## config.mk

```make
export PLATFORM = sky130hd
export DESIGN_NAME = pinmux_fabric
export DESIGN_NICKNAME = d
export VERILOG_FILES = /design/src/rtl/pinmux_pkg.sv /design/src/rtl/pinmux_sel_regs.sv /design/src/rtl/pinmux_pad_route.sv /design/src/rtl/pinmux_fn_prio.sv /design/src/rtl/pinmux_fabric.sv
export SDC_FILE = /design/constraint.sdc
export NUM_CORES = 1
export LEC_CHECK = 0
export ABC_AREA = 1
export CAP_MARGIN = 20
export CORE_MARGIN = 4
export CORE_UTILIZATION = 55
export CTS_CLUSTER_SIZE = 10
export DETAILED_ROUTE_END_ITERATION = 12
export DONT_BUFFER_PORTS = 1
export GPL_ROUTABILITY_DRIVEN = 0
export PLACE_DENSITY = 0.82
export SETUP_SLACK_MARGIN = 0.02
export SKIP_CTS_REPAIR_TIMING = 1
export SLEW_MARGIN = 20
export SYNTH_ARGS = -nofsm -noshare
export SYNTH_HDL_FRONTEND = slang
export SYNTH_SLANG_ARGS = --single-unit
```

## constraint.sdc

```tcl
create_clock -name clk -period 1.5 [get_ports clk]
set_clock_uncertainty 0.15 [all_clocks]
set_input_delay 0.075 -clock clk [delete_from_list [all_inputs] [get_ports clk]]
set_output_delay 0.075 -clock clk [all_outputs]
set_load 0.02 [all_outputs]
```

## src/rtl/pinmux_pkg.sv

```systemverilog
package pinmux_pkg;

  // Function wired to a given slot of a given pad; nfn means no function.
  function automatic int unsigned slot_target(int unsigned pad, int unsigned slot,
                                              int unsigned nfn);
    return (pad + slot) % (nfn + 1);
  endfunction

endpackage

```

## src/rtl/pinmux_sel_regs.sv

```systemverilog
module pinmux_sel_regs #(
  parameter int NUM_PADS = 4,
  parameter int SEL_W    = 2,
  parameter int ADDR_W   = 3
) (
  input  logic                      clk,
  input  logic                      rst_n,
  input  logic                      we,
  input  logic [ADDR_W-1:0]         addr,
  input  logic [SEL_W-1:0]          wdata,
  output logic [SEL_W-1:0]          rdata,
  output logic [NUM_PADS*SEL_W-1:0] sel_flat
);

  logic [SEL_W-1:0] sel_q [NUM_PADS];
  logic [NUM_PADS-1:0] wr_hit;

  always_comb begin
    for (int k = 0; k < NUM_PADS; k++) begin
      wr_hit[k] = we && (addr == ADDR_W'(k));
    end
  end

  always_ff @(posedge clk or negedge rst_n) begin
    if (!rst_n) begin
      for (int k = 0; k < NUM_PADS; k++) sel_q[k] <= '0;
    end else begin
      for (int k = 0; k < NUM_PADS; k++) begin
        if (wr_hit[k]) sel_q[k] <= wdata;
      end
    end
  end

  always_comb begin
    rdata = '0;
    for (int k = 0; k < NUM_PADS; k++) begin
      if (addr == ADDR_W'(k)) rdata = sel_q[k];
    end
  end

  genvar g;
  generate
    for (g = 0; g < NUM_PADS; g++) begin : g_pad
      assign sel_flat[g*SEL_W +: SEL_W] = sel_q[g];

      AST_WRITE_LANDS: assert property (@(posedge clk) disable iff (!rst_n)
        wr_hit[g] |=> sel_q[g] == $past(wdata));
      AST_NO_STRAY_WRITE: assert property (@(posedge clk) disable iff (!rst_n)
        !(we && addr == ADDR_W'(g)) |=> $stable(sel_q[g]));
    end
  endgenerate

  AST_ONE_TARGET: assert property (@(posedge clk) disable iff (!rst_n)
    $onehot0(wr_hit));

endmodule

```

## src/rtl/pinmux_pad_route.sv

```systemverilog
module pinmux_pad_route
  import pinmux_pkg::*;
#(
  parameter int PAD_IDX = 0,
  parameter int NUM_FN  = 4,
  parameter int SEL_W   = 2,
  parameter logic [NUM_FN-1:0] OUT_MASK = 4'b1011,
  parameter logic [NUM_FN-1:0] BUS_MASK = 4'b1001
) (
  input  logic              clk,
  input  logic              rst_n,
  input  logic [SEL_W-1:0]  sel,
  input  logic [NUM_FN-1:0] fn_out,
  input  logic [NUM_FN-1:0] fn_oe,
  output logic              pad_out,
  output logic              pad_oe,
  output logic [NUM_FN-1:0] sel_hit
);

  int unsigned tgt;
  logic        slot_live;

  always_comb begin
    tgt       = slot_target(PAD_IDX, 32'(sel), NUM_FN);
    slot_live = 1'b0;
    sel_hit   = '0;
    pad_out   = 1'b0;
    pad_oe    = 1'b0;
    for (int unsigned f = 0; f < NUM_FN; f++) begin
      if (tgt == f) begin
        slot_live  = 1'b1;
        sel_hit[f] = 1'b1;
        if (OUT_MASK[f]) begin
          pad_out = fn_out[f];
          pad_oe  = BUS_MASK[f] ? fn_oe[f] : 1'b1;
        end
      end
    end
  end

  AST_EMPTY_SLOT_QUIET: assert property (@(posedge clk) disable iff (!rst_n)
    !slot_live |-> (!pad_out && !pad_oe));
  AST_SINGLE_FN: assert property (@(posedge clk) disable iff (!rst_n)
    $onehot0(sel_hit));
  AST_NO_DRIVE_WITHOUT_OUT: assert property (@(posedge clk) disable iff (!rst_n)
    ((sel_hit & OUT_MASK) == '0) |-> !pad_oe);

endmodule

```

## src/rtl/pinmux_fn_prio.sv

```systemverilog
module pinmux_fn_prio #(
  parameter int NUM_PADS = 4,
  parameter bit HAS_IN   = 1'b1
) (
  input  logic                clk,
  input  logic                rst_n,
  input  logic [NUM_PADS-1:0] hit_col,
  input  logic [NUM_PADS-1:0] pad_in,
  output logic [NUM_PADS-1:0] win,
  output logic                fn_in
);

  always_comb begin
    if (HAS_IN) win = hit_col & (~hit_col + NUM_PADS'(1));
    else        win = '0;
    fn_in = |(win & pad_in);
  end

  AST_SINGLE_WINNER: assert property (@(posedge clk) disable iff (!rst_n)
    $onehot0(win));
  AST_WINNER_SELECTED: assert property (@(posedge clk) disable iff (!rst_n)
    (win & ~hit_col) == '0);
  AST_IDLE_INPUT_LOW: assert property (@(posedge clk) disable iff (!rst_n)
    (hit_col == '0) |-> !fn_in);
  AST_OUTPUT_ONLY_LOW: assert property (@(posedge clk) disable iff (!rst_n)
    !HAS_IN |-> !fn_in);

endmodule

```

## src/rtl/pinmux_fabric.sv

```systemverilog
module pinmux_fabric #(
  parameter int NUM_PADS = 4,
  parameter int NUM_FN   = 4,
  parameter int SEL_W    = 2,
  parameter int ADDR_W   = 3,
  parameter logic [NUM_FN-1:0] OUT_MASK = 4'b1011,
  parameter logic [NUM_FN-1:0] IN_MASK  = 4'b1101,
  parameter logic [NUM_FN-1:0] BUS_MASK = 4'b1001
) (
  input  logic                clk,
  input  logic                rst_n,
  input  logic                cfg_we,
  input  logic [ADDR_W-1:0]   cfg_addr,
  input  logic [SEL_W-1:0]    cfg_wdata,
  output logic [SEL_W-1:0]    cfg_rdata,
  input  logic [NUM_FN-1:0]   fn_out,
  input  logic [NUM_FN-1:0]   fn_oe,
  output logic [NUM_FN-1:0]   fn_in,
  input  logic [NUM_PADS-1:0] pad_in,
  output logic [NUM_PADS-1:0] pad_out,
  output logic [NUM_PADS-1:0] pad_oe
);

  logic [NUM_PADS*SEL_W-1:0] sel_flat;
  logic [NUM_FN-1:0]         pad_hit [NUM_PADS];
  logic [NUM_PADS-1:0]       fn_hit  [NUM_FN];
  logic [NUM_PADS-1:0]       fn_win  [NUM_FN];

  pinmux_sel_regs #(
    .NUM_PADS(NUM_PADS), .SEL_W(SEL_W), .ADDR_W(ADDR_W)
  ) u_regs (
    .clk(clk), .rst_n(rst_n), .we(cfg_we), .addr(cfg_addr),
    .wdata(cfg_wdata), .rdata(cfg_rdata), .sel_flat(sel_flat)
  );

  genvar p, f;
  generate
    for (p = 0; p < NUM_PADS; p++) begin : g_pad
      pinmux_pad_route #(
        .PAD_IDX(p), .NUM_FN(NUM_FN), .SEL_W(SEL_W),
        .OUT_MASK(OUT_MASK), .BUS_MASK(BUS_MASK)
      ) u_route (
        .clk(clk), .rst_n(rst_n), .sel(sel_flat[p*SEL_W +: SEL_W]),
        .fn_out(fn_out), .fn_oe(fn_oe),
        .pad_out(pad_out[p]), .pad_oe(pad_oe[p]), .sel_hit(pad_hit[p])
      );
    end

    for (f = 0; f < NUM_FN; f++) begin : g_fn
      for (p = 0; p < NUM_PADS; p++) begin : g_col
        assign fn_hit[f][p] = pad_hit[p][f];
      end

      pinmux_fn_prio #(
        .NUM_PADS(NUM_PADS), .HAS_IN(IN_MASK[f])
      ) u_prio (
        .clk(clk), .rst_n(rst_n), .hit_col(fn_hit[f]), .pad_in(pad_in),
        .win(fn_win[f]), .fn_in(fn_in[f])
      );

      AST_WIN_MATCHES_LEVEL: assert property (@(posedge clk) disable iff (!rst_n)
        (fn_win[f] != '0) |-> (fn_in[f] == |(fn_win[f] & pad_in)));
    end
  endgenerate

endmodule

```

==> flow_summary.yaml <==
outcome:
  outcome: "finished, violations left"
  violations: "negative setup slack"
pwr:
  leakage_nw: 0.6446
  power_mw: 1.354
  peakVddDrop_mv: 0.7071
  power.density_nw_per_um2: 1016
yosys:
  synth_xor_area_share_pct: 0
  synth_ff_type: "dfrtp_1"
  synth-simple-area-share_pct: 25.82
  synth.distinct_cells: 19
  syn_inst: 148
  synth_seq_cells: 8
  async_reset_ff_share_pct: 100.0
  synth_seq_area_share_pct: 20.25
  synth_top_family_by_area: "simple AND/OR/NAND/NOR gates"
  netlist.area_leader.share_pct: 20.25
  syn_nets: 184
  synth_area_leaders: "dfrtp_1 (20%), ha_1 (20%), nand2_1 (14%)"
  synth_edf_count: 0
  synth_fa_ha_area_share_pct: 20.25
  synthTopCellsByCount: "nand2_1 (36), inv_1 (23), ha_1 (16)"
  muxShareOfSynthArea_pct: 0
  synth_compound_area_share_pct: 15.06
  synth_top_area_cell: "dfrtp_1"
  syn_area_um2: 988.4
  synth.most_common_cell: "nand2_1"
  syn_area_per_cell_um2: 6.679
  ys_warn_count: 0
clock_network:
  cts_made_buffers: 3
  cts_root_buf: "clkbuf_4"
  cts_tree: "done"
  htree_levels: 1
  cts.clk_slew.worst_paths_ns: 0.06
  clock_tree.buffer_depth: 2
  clkLatencyLatePin_ns: 0.25
  cts_sinks: 8
grt:
  grt_max_degree: 9
  grt_antenna_before_repair: 0
  grt_pass1_vias: 822
  grtUsageTotal_pct: 15.93
  grt_overflow: 0
  grt_pass1_wl_mm: 3.256
worst_setup_path:
  path_class: "reg -> out"
  critPathCaptureType: "primary output"
  worst_ep_arrival_time_ns: 1.53
  required_ns: 1.27
  path_max_fanout: 4
  critPathLaunchType: "flop"
floorplanning:
  core_area_um2: 1708
  die_h_um: 50.40
  start_util_pct: 57.88
  fp-row-count: 15
  io_pins: 34
  die-area_um2: 2540
  die_x_um: 50.40
detailed_routing:
  drc: 0
  dr_total_vias: 991
  drt_iter0_drc: 18
  ant_nets: 0
  viasPerCell: 5.161
  wl_mm: 2.406
  avgRoutedWirePerCell_um: 12.53
  drt_first_pass_iters: 4
sta:
  min_period_over_period_pct: 116.7
  setup_tns_ns: -1.078
  finalHoldViolCount: 0
  timing.final.ws_setup_ns: -0.2512
  fin_hold_ws_ns: 0.008869
  fmax_ghz: 0.5710
  drv_slew: 0
  rsz0062_at_grt: "true"
  setup_violations: 8
  min_period_ns: 1.751
place:
  hpwl_mm: 1.699
  port_buffers: 0
  dp_cells: 176
layout:
  nets: 205
  drive_above_1_share_pct: 35.93
  n_antenna_cell: 0
  fin_util_pct: 78.02
  syn2layout_area_growth_pct: 34.81
  largest_reg_flops: 8
  fin_cells: 192
min_path:
  holdCritPathClass: "in -> async"
flow_run:
  cap_violations: 0
==> per-layer routing <==
metal,track usage [%],wire [um],up-vias
met2,28.04,1244,44
li1,-,-,499
met1,18.53,970,442
met5,0,0,-
met4,5.381,27,0
met3,4.154,163,6
==> worst max-delay path: stages (launching register included) <==
cell and delay, ns:
dfrtp_1 0.40, buf_4 0.15, ha_2 0.19, nand2_4 0.06
nor2_4 0.11, nand3_2 0.08, a22oi_2 0.14, buf_4 0.16
==> cells in the final DEF, fill, tap and decap left out, types with 2 or more instances in the layout <==
cell type and count:
nand2_1 29, buf_4 18, inv_1 17, o21ai_1 14, nor2_1 7, nand2_2 7
dlygate4sd3_1 7, dfrtp_1 7, nand3_1 6, o21ai_0 6, ha_4 6, ha_1 6
inv_2 5, ha_2 4, a21oi_1 3, nor2_2 3, clkbuf_4 3, buf_6 3
inv_4 2, nor3_2 2, nand4_1 2
==> logic make-up after synthesis <==
kind of cell               after synthesis
other                                    1
AOI/OAI and AO/OA                       28
adders and majority gates               16
and+or+nand+nor                         59
buffers and inverters                   36
DFF                                      8
==> cell type report <==
class	instances	area [um^2]
flip-flops and latches	8	201.4
well taps	25	31.28
inverters	24	95.09
fillers	118	375.4
repair buffers	28	239.0
multi-input cells	104	743.2
clock buffers	3	22.52
==> path summary, 6_finish.rpt <==
check | start | to | slack [ns] | cells past startpoint
worst max-delay path | u_regs.sel_flat[2] | pad_out[1] | -0.25 | 7
worst min-delay path | rst_n | u_regs.sel_flat[2] | 0.009 | 1
worst max register to register | u_regs.sel_flat[6] | u_regs.sel_flat[6] | 0.45 | 4
worst min register to register | u_regs.sel_flat[3] | u_regs.sel_flat[3] | 0.48 | 3
max in group asynchronous | rst_n | u_regs.sel_flat[4] | 0.91 | 1
min in group clk | cfg_addr[0] | u_regs.sel_flat[3] | 0.05 | 4
==> stage by stage <==
| step | instance area [um^2] | setup slack [ns] |
|---|---|---|
| after floorplan | 991.0 | 0.02926 |
| after global placement | 1045 | 0.01802 |
| after detailed placement | 1045 | -0.03663 |
| after CTS | 1067 | -0.3120 |
| after global routing | 1333 | -0.3326 |
| final | 1333 | -0.2512 |
==> where the power goes <==
part | internal (mW) | switching, mW
clock | 0.0916 | 0.0730
sequential | 0.257 | 0.0540
combinational | 0.393 | 0.485
total | 0.742 | 0.612
(Power assumes the default switching activity.)
